$ cat src/rtl/tick_order_detector.sv
module tick_order_detector #(
  parameter int N  = 4,
  parameter int TW = 16,
  parameter int LW = 4
) (
  input  logic            clk,
  input  logic            rst_n,
  input  logic [TW-1:0]   tick_i,
  input  logic            ref_i,
  input  logic [N-1:0]    sec_i,
  input  logic [N*LW-1:0] lag_cfg_i,
  input  logic [N-1:0]    inv_cfg_i,
  output logic            pass_o,
  output logic            fail_o,
  output logic            alarm_o
);

  logic          ref_q;
  logic [N-1:0]  sec_q, seen_q, ok;
  logic [TW-1:0] stamp_q [N];

  wire          ref_rise = ref_i & ~ref_q;
  wire [N-1:0]  sec_rise = sec_i & ~sec_q;
  wire          all_ok   = &ok;
  wire          inv_bad  = |(inv_cfg_i & ~ok);

  for (genvar i = 0; i < N; i++) begin : g_in
    wire [TW-1:0] stamp_eff = sec_rise[i] ? tick_i : stamp_q[i];
    wire [TW-1:0] age       = tick_i - stamp_eff;
    assign ok[i] = (sec_rise[i] | seen_q[i]) && (age == TW'(lag_cfg_i[i*LW +: LW]));

    always_ff @(posedge clk) begin
      if (!rst_n) begin
        seen_q[i]  <= 1'b0;
        stamp_q[i] <= '0;
      end else if (sec_rise[i]) begin
        seen_q[i]  <= 1'b1;
        stamp_q[i] <= tick_i;
      end
    end
  end

  always_ff @(posedge clk) begin
    if (!rst_n) begin
      ref_q   <= 1'b0;
      sec_q   <= '0;
      pass_o  <= 1'b0;
      fail_o  <= 1'b0;
      alarm_o <= 1'b0;
    end else begin
      ref_q   <= ref_i;
      sec_q   <= sec_i;
      pass_o  <= ref_rise & all_ok;
      fail_o  <= ref_rise & ~all_ok;
      alarm_o <= alarm_o | (ref_rise & inv_bad);
    end
  end

  assert_exclusive_R7: assert property (@(posedge clk) disable iff (!rst_n)
    !(pass_o && fail_o));
  assert_single_pulse_R7: assert property (@(posedge clk) disable iff (!rst_n)
    (pass_o || fail_o) |=> !(pass_o || fail_o));
  assert_only_on_ref_R2: assert property (@(posedge clk) disable iff (!rst_n)
    !(ref_i && !ref_q) |=> !(pass_o || fail_o));
  assert_judged_R2: assert property (@(posedge clk) disable iff (!rst_n)
    (ref_i && !ref_q) |=> (pass_o || fail_o));
  assert_alarm_sticky_R8: assert property (@(posedge clk) disable iff (!rst_n)
    alarm_o |=> alarm_o);
  assert_unseen_fails_R5: assert property (@(posedge clk) disable iff (!rst_n)
    (ref_i && !ref_q && !(|(seen_q | sec_rise))) |=> fail_o);

endmodule

$ cat config.mk
export PLATFORM = sky130hd
export DESIGN_NAME = tick_order_detector
export DESIGN_NICKNAME = d
export VERILOG_FILES = /design/src/rtl/tick_order_detector.sv
export SDC_FILE = /design/constraint.sdc
export NUM_CORES = 1
export LEC_CHECK = 0
export ABC_AREA = 1
export BUFFER_PORTS_ARGS = -buffer_cell sky130_fd_sc_hd__buf_2
export CORE_ASPECT_RATIO = 0.6
export CORE_MARGIN = 2
export CORE_UTILIZATION = 54
export CTS_CLUSTER_SIZE = 25
export DETAILED_ROUTE_END_ITERATION = 12
export PLACE_DENSITY = 0.82
export SYNTH_ARGS = -nofsm -noshare
export SYNTH_HDL_FRONTEND = slang
export SYNTH_SLANG_ARGS = --single-unit
$ cat constraint.sdc
create_clock -name clk -period 4.8 [get_ports clk]
set_clock_uncertainty 0.15 [all_clocks]
set_input_delay 0.24 -clock clk [delete_from_list [all_inputs] [get_ports clk]]
set_output_delay 0.24 -clock clk [all_outputs]
set_load 0.005 [all_outputs]
Word level (Yosys, flattened, before mapping)
Memory sizes are Yosys's and may differ from the RTL's. Cells that the tools add are included.

Reductions and logical operators: 6. Bitwise gates (word level): 19. Eq/ne operators: 4. Add/subtract/negate cells: 4. Multiplexer cells: 21.

Operators by type and width (count): $mux W16 (8); $eq A16 B4 Y1 (4); $sub A16 B16 Y16 (4); $mux W1 (13); $or A1 B1 Y1 (9); $and A4 B4 Y4 (2); $not A4 Y4 (2); $and A1 B1 Y1 (4); $logic_and A1 B1 Y1 (4); $reduce_and A4 Y1 (1); $reduce_or A4 Y1 (1); $not A1 Y1 (2).

Memories kept: 1. Bits in writable memories: 64. Logic and storage cells: 64. Output and inout bits: 3. Register bits after elaboration: 12. Bits of input ports: 43.

Memory list: stamp_q (words 4, width 16, read ports 4, clocked after memory_dff 0, wr ports 4, line 20) `logic [TW-1:0] stamp_q [N];`.

Depth between registers and ports, before layout
Gate-level depths: netlist (run 1).

Depth after elaboration: 11. Depth in mapped cells: 23. Gate-level depth less buffers: 22.

Worst setup path after synthesis (run 1)
No wires, ideal clock.

Path type: flip-flop to flip-flop. Start: register sec_q[3]. End: register alarm_o. Required time: 4.534 ns. Path buffers: 2. Library setup time: 0.116 ns. Clock period less this slack: 2.958 ns. Cell stages (with the launch flop): 21. Slack: 1.842 ns. Arrival time: 2.691 ns. Path through: dfxtp_1 -> inv_1 -> nand2_1 -> inv_1 -> clkbuf_1 -> clkbuf_1 -> nand2_1 -> o21ai_0 -> fa_1 -> xnor2_1 -> nand3_1 -> nor2_1 -> nand2_1 -> nor2_1 -> nand2_1 -> nor2_1 -> nand3_1 -> o21ai_1 -> nand2_1 -> o21ai_1 -> nand2_1.

Cells in the longest elaborated chain, start to end: 11. Elaborated cells on any way between the ends: 12. Classes of those cells: add/sub: 1; eq/ne: 1; mux: 1; bitwise: 7; reduce/logical: 2.

Ends and longest elaborated chain: start: declaration (line 19) `logic [N-1:0] sec_q, seen_q, ok;`; start signal: assignment (line 52) `sec_q <= sec_i;`; $not A4 Y4 (*) (line 23) `wire [N-1:0] sec_rise = sec_i & ~sec_q;`; $and A4 B4 Y4 (*) (line 23); $mux W16 (line 28) `wire [TW-1:0] stamp_eff = sec_rise[i] ? tick_i : stamp_q[i];`; $sub A16 B16 Y16 (line 29) `wire [TW-1:0] age = tick_i - stamp_eff;`; $eq A16 B4 Y1 (line 30) `assign ok[i] = (sec_rise[i] | seen_q[i]) && (age == TW'(lag_cfg_i[i*LW +: LW]));`; $logic_and A1 B1 Y1 (*) (line 30); $not A4 Y4 (*) (line 25) `wire inv_bad = |(inv_cfg_i & ~ok);`; $and A4 B4 Y4 (*) (line 25); $reduce_or A4 Y1 (*) (line 25); $and A1 B1 Y1 (*) (line 55) `alarm_o <= alarm_o | (ref_rise & inv_bad);`; $or A1 B1 Y1 (*) (line 55); end signal: assignment (line 55); end: declaration (line 15) `output logic alarm_o`.

Mark *: on every way between the ends. The rest lies on a longest branch, timed or not. A chain may end at the register's enable or synchronous reset.

Worst setup path in the final report (run 1)
Start: input sec_i[0]. End: register fail_o.

Cells in the longest elaborated chain, start to end: 8. Elaborated cells on any way between the ends: 9. Classes of those cells: add/sub: 1; eq/ne: 1; mux: 1; bitwise: 4; reduce/logical: 2.

Ends and longest elaborated chain: start: declaration (line 10) `input logic [N-1:0] sec_i,`; $and A4 B4 Y4 (*) (line 23); $mux W16 (line 28); $sub A16 B16 Y16 (line 29); $eq A16 B4 Y1 (line 30); $logic_and A1 B1 Y1 (*) (line 30); $reduce_and A4 Y1 (*) (line 24) `wire all_ok = &ok;`; $not A1 Y1 (*) (line 54) `fail_o <= ref_rise & ~all_ok;`; $and A1 B1 Y1 (*) (line 54); end signal: assignment (line 54); end: declaration (line 14) `output logic fail_o,`.

Marks and branches as above.

==> results of run 1 <==
[registers in the layout (all words and copies together) (netlist names)]
name / count
alarm_o: 1
fail_o: 1
pass_o: 1
ref_q: 1
sec_q: 4
seen_q: 4
stamp_q: 64
[worst paths after layout]
path | slack [ps] | from | depth (start not counted) | to
setup / recovery | 640 | sec_i[0] | 18 | fail_o
hold / removal | 20 | ref_i | 3 | ref_q
setup reg to reg | 860 | sec_q[0] | 17 | fail_o
hold reg to reg | 320 | seen_q[0] | 2 | seen_q[0]
[stage by stage]
stage,setup slack (ps),hold WS [ps],total power (uW),std cells,util
2_1_floorplan,1840,183,1530,1262,-
3_3_place_gp,1120,288,1750,1484,0.588
3_5_place_dp,944,286,1770,1484,0.588
4_1_cts,728,11.6,2380,1504,0.611
5_1_grt,302,51.7,2570,1504,0.611
6_report,636,22.2,2410,1504,0.611
[layer usage]
metal | vias to the layer above | wire (um) | track usage
met4 | 0 | 465 | 0.0603
met3 | 46 | 2740 | 0.0596
met2 | 406 | 8840 | 0.422
met5 | - | 0 | 0
met1 | 3596 | 9930 | 0.437
li1 | 4083 | - | -
[power breakdown]
group / internal, uW / switching (uW)
clock: 349 / 275
sequential: 758 / 10.2
combinational: 339 / 678
total: 1450 / 963
[cell usage in the layout, fill, tap and decap left out, types with 11 or more instances in the layout]
cell type / count
buf_2: 45
edfxtp_1: 64
xnor2_1: 11
ha_1: 60
a21oi_1: 41
o21ai_0: 68
nand3_1: 89
inv_1: 200
nor2_1: 180
nand2_1: 446
dfxtp_1: 12
nand4_1: 16
[critical path, cell delays in order]
cell and delay (ps):
dlygate4sd3_1 530, buf_2 130, nand2_1 190, clkinv_1 570
o21ai_0 540, fa_1 510, xnor2_1 190, nand3_1 100
nor2_1 220, nand2_1 70, inv_1 60, nand4_1 70
nor2_1 120, nand3_1 100, nor2_1 350, nand2_1 100
nor2_1 100, nor2_1 50
[cell type report]
cell class / instances / area [sq um] / area share
timing repair buffer: 50 / 273 / 0.0323
clock buffer: 10 / 229 / 0.0271
sequential: 76 / 2160 / 0.256
tap: 192 / 240 / 0.0284
clock inverter: 6 / 42.5 / 0.00503
inverter: 204 / 766 / 0.0906
multi-input combinational: 966 / 4740 / 0.561
[timing repair]
action	in CTS	in global routing
buffers inserted	0	0
hold endpoints to repair	4	0
hold buffers	4	0
[kinds of logic after synthesis]
group | after synthesis | synth area share
XOR/XNOR | 17 | 0.0193
buffers and inverters | 220 | 0.107
flip-flops | 76 | 0.280
adder cells (fa/ha/maj) | 64 | 0.108
AO/OA/AOI/OAI | 120 | 0.0803
AND/OR/NAND/NOR | 765 | 0.406
==> metrics.cfg, run 1 <==
[critical_path]
worst_setup_path_start_kind=input pin
endpoint_kind=flip-flop
worstPathArrival_ps=4240
required_ps=4880
crit_fanout=28
crit_type=input pin to flip-flop

[clock_tree]
cts_tree=yes
cts_buffers=9
cts_resized=0
clkTransAtPathRegs_ps=60
cts.path.max_buffers=2
cts_root_buffer=clkbuf_16
cts-htree-levels=3
cts.sinks=76
clk_latency_ps=330

[floorplan]
pin_count=46
fp.dieH_um=96.6
die_area_sq_mm=0.0153
rows=33
die_w_um=158
fp.coreArea_sq_mm=0.0138
start_util=0.558

[synth]
synth_cell_types=31
ys_ff_latch=76
syn_inst=1262
yosys-top-cells-count=nand2_1 (446), inv_1 (200), nor2_1 (180), nand3_1 (89), o21ai_0 (68)
async_reset_ff_frac=0
ys.flop_type=edfxtp_1
synth_edf_count=64
synthTopCellsByArea=edfxtp_1 (25%), nand2_1 (22%), ha_1 (9.7%)
syn-num-nets=1369
yosysMostFrequentCell=nand2_1
synth_area_sq_mm=0.00772
synth_largest_area_cell=edfxtp_1
synth.top_cell.area_share=0.249
synth-seq-area-share=0.280
ys_warn_count=0
avgSynthCellArea_sq_um=6.12

[detailed_routing]
drt_wl_total_mm=22.0
drt_iter0_drc=849
postRouteAntennaNets=0
viasPerCell=5.41
dr.pass1.iters=6
remaining_drc_errors=0
wl_per_cell_um=14.6
vias=8131

[grt]
grt_max_degree=30
grt-ovfl-total=0
grt_pass1_vias=7036
grt_pass1_wl_mm=34.5
groute.usage.overall=0.288
antenna_found_initial=0

[final_layout]
drive_gt1_frac=0.0579
num_antenna_cells=0
fin_area_sq_mm=0.00845
nets=1414
fillers=1328
syn_to_final_growth_pct=9.38

[sta]
worst_pin_slew_ps=759
fmax_ghz=0.240
finalMaxSlewViolations=0
hold_viol=0
period_needed_ps=4160
slew_headroom=0.493
finalSetupTns_ps=0
setup_viol=0
min_period_over_period=0.867
rsz0062_at_grt=false

[status]
status=completed

[power_and_ir_drop]
power.density_mw_per_mm2=285
vdd_drop_max_uv=219
leakage_uw=0.00463

[flow_run]
max_cap_viol_count=0

[min_path]
hp-class=input pin to flip-flop

[place]
place_area_sq_mm=0.00814
hpwl_mm=17.1
port-buffer-count=45
gp_congestion=0.936

Note: power is estimated with default switching activity, not from simulation.
==> run 2, diff against run 1 <==
--- a/config.mk
+++ b/config.mk
@@ -5,7 +5,6 @@
 export SDC_FILE = /design/constraint.sdc
 export NUM_CORES = 1
 export LEC_CHECK = 0
-export ABC_AREA = 1
 export BUFFER_PORTS_ARGS = -buffer_cell sky130_fd_sc_hd__buf_2
 export CORE_ASPECT_RATIO = 0.6
 export CORE_MARGIN = 2
==> run 2 against run 1 <==
Effect of this change:
- sequential power increased by 1%
- combinational power decreased by 15%
- highest routed layer unchanged
- sequential cell count stayed put
- critical endpoint is now pass_o
- largest cell class unchanged
- register-to-register slack got worse by 260 ps
- total power shrank 3.0%
- final area is 10% lower
==> metrics.cfg, run 2 <==
[status]
status=completed

[critical_path]
worstPathArrival_ps=4570
required_ps=4920
endpoint_kind=flip-flop
crit_type=input pin to flip-flop
worst_setup_path_start_kind=input pin
worstSetupStartpoint=sec_i[0]
reg2reg_from=sec_q[0]
crit_fanout=34

[final_layout]
largest_register_ffs=64
nets=857
reg_top3=stamp_q (64), sec_q (4), seen_q (4)
instances_no_fill=920
final_common_cell=and3_1
largest-register=stamp_q
mostFrequentLayoutCells=and3_1 (67), edfxtp_1 (64), mux2i_1 (62)
num_antenna_cells=0
syn_to_final_growth_pct=10.1
drive_gt1_frac=0.113
fin_area_sq_mm=0.00758
fillers=1067

[synth]
synth_edf_count=64
synthTopCellsByArea=edfxtp_1 (28%), ha_1 (11%), mux2i_1 (9.0%)
syn-num-nets=827
ys_ff_latch=76
synth-seq-area-share=0.314
synth_area_sq_mm=0.00689
yosys-top-cells-count=and3_1 (67), edfxtp_1 (64), mux2i_1 (62), ha_1 (60)
async_reset_ff_frac=0
yosysMostFrequentCell=and3_1
syn_inst=720
synth_largest_area_cell=edfxtp_1
avgSynthCellArea_sq_um=9.57
synth.top_cell.area_share=0.279
ys_warn_count=0
ys.flop_type=edfxtp_1
synth_cell_types=74

[sta]
finalSetupTns_ps=0
min_period_over_period=0.926
setup_viol=0
rsz0062_at_grt=false
slew_headroom=0.257
hold_viol=0
whs_ps=5.94
worst_pin_slew_ps=1110
period_needed_ps=4450
postLayoutSetupSlackWorst_ps=353
finalMaxSlewViolations=0
fmax_ghz=0.225

[grt]
groute.usage.overall=0.261
grt_pass1_wl_mm=28.4
busiest_layer=met1
grt-ovfl-total=0
grt_pass1_vias=5504
antenna_found_initial=1
met3_usage=0.0508
grt_max_degree=79
grtUsageMet2=0.381
use_met1=0.393

[detailed_routing]
drt_wl_total_mm=17.7
vias=6015
wl_per_cell_um=19.2
dr.pass1.iters=7
remaining_drc_errors=0
drt_iter0_drc=572
viasPerCell=6.54
postRouteAntennaNets=0

[clock_tree]
cts-htree-levels=3
cts_resized=0
clk_latency_ps=330
cts_buffers=9
cts_tree=yes
cts_setup_buffers=0
cts_root_buffer=clkbuf_16
cts.path.max_buffers=2
cts.sinks=76
clkTransAtPathRegs_ps=60

[place]
hpwl_mm=12.7
dp_cells=900
gp_congestion=0.927
port-buffer-count=45
place_area_sq_mm=0.00724
pre_cts_slack_ps=631

[floorplan]
rows=31
pin_count=46
die_w_um=150
start_util=0.562
fp.coreArea_sq_mm=0.0123
die_area_sq_mm=0.0137
fp.dieH_um=91.5

[power_and_ir_drop]
leakage_uw=0.00335
swShare=0.345
power_frac_comb=0.370
power.density_mw_per_mm2=308
clkPwrFrac=0.297
seqPwrFrac=0.333
intPower_uw=1530
power.switching_uw=806
vdd_drop_max_uv=318

[min_path]
hp-class=input pin to flip-flop
min_from=ref_i

[flow_run]
max_cap_viol_count=0

==> run 2: cell types whose count changed after synthesis, sizes merged, moves of 62 or more <==
cell	change
and3	+65
inv	-175
mux2i	+62
nand2	-427
nand3	-78
nor2	-146
==> run 2: power by group through the flow <==
| stage | combinational [uW] | sequential (uW) | clock [uW] |
|---|---|---|---|
| after floorplan | 639 | 787 | 0 |
| after global placement | 810 | 791 | 0 |
| after detailed placement | 836 | 792 | 0 |
| after CTS | 844 | 779 | 698 |
| after global routing | 946 | 783 | 731 |
| final | 864 | 779 | 695 |
==> run 2: critical path, stage by stage <==
cell,delay [ps]
dlygate4sd3_1,530
buf_2,100
nor2b_2,150
buf_4,360
mux2i_1,190
fa_1,430
a21o_1,240
a221oi_2,320
nor3b_1,230
o221ai_1,130
nor4_1,320
nand4_1,180
or4_1,600
nor4_2,330
and3b_1,200
==> run 2: layout make-up <==
class / count / area [sq um] / area share
clock buffers: 9 / 225 / 0.0297
repair buffers: 53 / 308 / 0.0406
clock inverters: 7 / 80.1 / 0.0106
flip-flops and latches: 76 / 2160 / 0.285
well taps: 165 / 206 / 0.0272
inverters: 25 / 93.8 / 0.0124
multi-input cells: 585 / 4510 / 0.594
==> run 2: cells by family after synthesis <==
logic type / count (synthesis) / synth area share
buffers and inverters: 59 / 0.0334
adder cells (fa/ha/maj): 64 / 0.121
AND/OR/NAND/NOR: 224 / 0.189
XOR/XNOR: 42 / 0.0534
flip-flops: 76 / 0.314
multiplexers: 68 / 0.0999
AO/OA/AOI/OAI: 187 / 0.190
==> run 2: timing repair <==
action,CTS,global route
endpoints found under the setup margin,0,0
endpoints found under the hold margin,4,0
hold buffers,4,0
==> run 2: path summary, 6_finish.rpt <==
check            end  slack [ps]  cells after the start
max           pass_o         350                     15
min            ref_q           6                      2
min reg2reg  alarm_o         300                      2
max reg2reg   pass_o         600                     13
==> run 2: routing by layer <==
metal	part of all wire	wire, um	vias to the layer above
met2	0.43	7620	259
met3	0.073	1300	24
li1	-	-	2840
met5	0	0	-
met4	0.015	270	0
met1	0.48	8520	2892
==> run 2: metrics by stage <==
step / util / total power [uW]
2_1_floorplan: - / 1430
3_3_place_gp: 0.591 / 1600
3_5_place_dp: 0.591 / 1630
4_1_cts: 0.619 / 2320
5_1_grt: 0.619 / 2460
6_report: 0.619 / 2340
==> run 3, diff against run 2 <==
--- a/config.mk
+++ b/config.mk
@@ -8,10 +8,10 @@
 export BUFFER_PORTS_ARGS = -buffer_cell sky130_fd_sc_hd__buf_2
 export CORE_ASPECT_RATIO = 0.6
 export CORE_MARGIN = 2
-export CORE_UTILIZATION = 54
+export CORE_UTILIZATION = 66
 export CTS_CLUSTER_SIZE = 25
 export DETAILED_ROUTE_END_ITERATION = 12
-export PLACE_DENSITY = 0.82
+export PLACE_DENSITY = 0.95
 export SYNTH_ARGS = -nofsm -noshare
 export SYNTH_HDL_FRONTEND = slang
 export SYNTH_SLANG_ARGS = --single-unit
==> run 3 against run 2 <==
Effect of this change:
- clock power increased by 18%
- die area decreased by 18%
- via count increased by 4.8%
- cell count decreased by 3.0%
- global-route usage increased by 8.3 points
- critical path type unchanged
- total power increased by 6.3%
- sequential cell count unchanged
- largest power group unchanged
==> metrics.cfg, run 3 (synthesized netlist as in run 2, its figures left out) <==
[power_and_ir_drop]
power.switching_uw=805
seqPwrFrac=0.314
intPower_uw=1680
power_frac_comb=0.357
swShare=0.324
power.density_mw_per_mm2=327
leakage_uw=0.00338
clkPwrFrac=0.329
vdd_drop_max_uv=339

[floorplan]
fp.coreArea_sq_mm=0.0100
die_area_sq_mm=0.0113
fp.dieH_um=83.1
pin_count=46
start_util=0.688
rows=28
die_w_um=136

[detailed_routing]
viasPerCell=7.07
vias=6303
drt_iter0_drc=673
drt_wl_total_mm=19.1
postRouteAntennaNets=0
remaining_drc_errors=0
dr.pass1.iters=5
wl_per_cell_um=21.4

[critical_path]
worst_setup_path_start_kind=input pin
endpoint_kind=flip-flop
required_ps=4940
crit_fanout=34
crit_type=input pin to flip-flop
worstPathArrival_ps=4620

[sta]
setup_viol=0
min_period_over_period=0.933
hold_viol=0
whs_ps=56.5
worst_pin_slew_ps=860
rsz0062_at_grt=false
period_needed_ps=4480
slew_headroom=0.427
fmax_ghz=0.223
finalSetupTns_ps=0
finalMaxSlewViolations=0

[grt]
grt_pass1_wl_mm=30.2
grt-ovfl-total=0
grt_max_degree=59
groute.usage.overall=0.343
antenna_found_initial=0
grt_pass1_vias=5889

[clock_tree]
cts-htree-levels=3
cts_resized=0
clk_latency_ps=360
cts_setup_buffers=0
clkTransAtPathRegs_ps=50
cts_tree=yes
postCtsHoldBufs=4
cts_root_buffer=clkbuf_16
cts_buffers=9
cts.path.max_buffers=2
cts.sinks=76

[final_layout]
largest_register_ffs=64
final_common_cell=and3_1
largest-register=stamp_q
num_antenna_cells=0
reg_top3=stamp_q (64), sec_q (4), seen_q (4)
fin_util=0.760
drive_gt1_frac=0.111
mostFrequentLayoutCells=and3_1 (67), edfxtp_1 (64), mux2i_1 (62)
nets=859
syn_to_final_growth_pct=10.5
instances_no_fill=892

[place]
port-buffer-count=45
gp_congestion=0.990
hpwl_mm=13.4
dp_cells=872

[status]
status=completed

[min_path]
hp-class=input pin to flip-flop

[flow_run]
max_cap_viol_count=0

==> run 3: path summary, 6_finish.rpt <==
| check | startpoint | endpoint | slack, ps | cells past startpoint |
|---|---|---|---|---|
| max | sec_i[0] | pass_o | 320 | 15 |
| min | ref_i | ref_q | 60 | 2 |
| max reg2reg | sec_q[0] | pass_o | 560 | 13 |
| min reg2reg | seen_q[2] | seen_q[2] | 320 | 1 |
==> run 3: critical path, cell delays in order <==
cell and delay (ps):
dlygate4sd3_1 530, buf_2 110, nor2b_2 160, buf_4 370
mux2i_1 190, fa_1 450, a21o_1 240, mux2i_1 130
a2111oi_0 370, nand4_1 190, nor4_1 360, nand4_1 190
or4_1 550, nor4_2 320, and3b_1 190
==> run 3: per-stage QoR <==
step,worst slack (ps),instance area (sq um),power (uW)
final,321,7610,2490
after detailed placement,561,7220,1640
after CTS,383,7610,2460
after global placement,755,7220,1600
after global routing,83.9,7610,2590
after floorplan,819,6890,1430
==> run 3: area by class of cell <==
| cell class | count | area [sq um] |
|---|---|---|
| Clock buffer | 10 | 229 |
| Clock inverter | 6 | 128 |
| Fill cell | 707 | 2410 |
| Inverter | 25 | 93.8 |
| Multi-Input combinational cell | 585 | 4510 |
| Sequential cell | 76 | 2160 |
| Tap cell | 135 | 169 |
| Timing Repair Buffer | 55 | 323 |
==> run 3: power groups by stage <==
stage	logic, uW	registers [uW]	clock network, uW
floorplan	639	787	0
global placement	809	791	0
detailed placement	845	793	0
CTS	858	780	819
global route	961	784	843
finish	886	780	819
==> run 3: layer usage <==
layer / global-route usage / vias to the layer above / wire (um)
li1: - / 2848 / -
met1: 0.473 / 3006 / 7940
met2: 0.523 / 395 / 8490
met3: 0.0946 / 54 / 2200
met4: 0.113 / 0 / 443
met5: 0 / - / 0
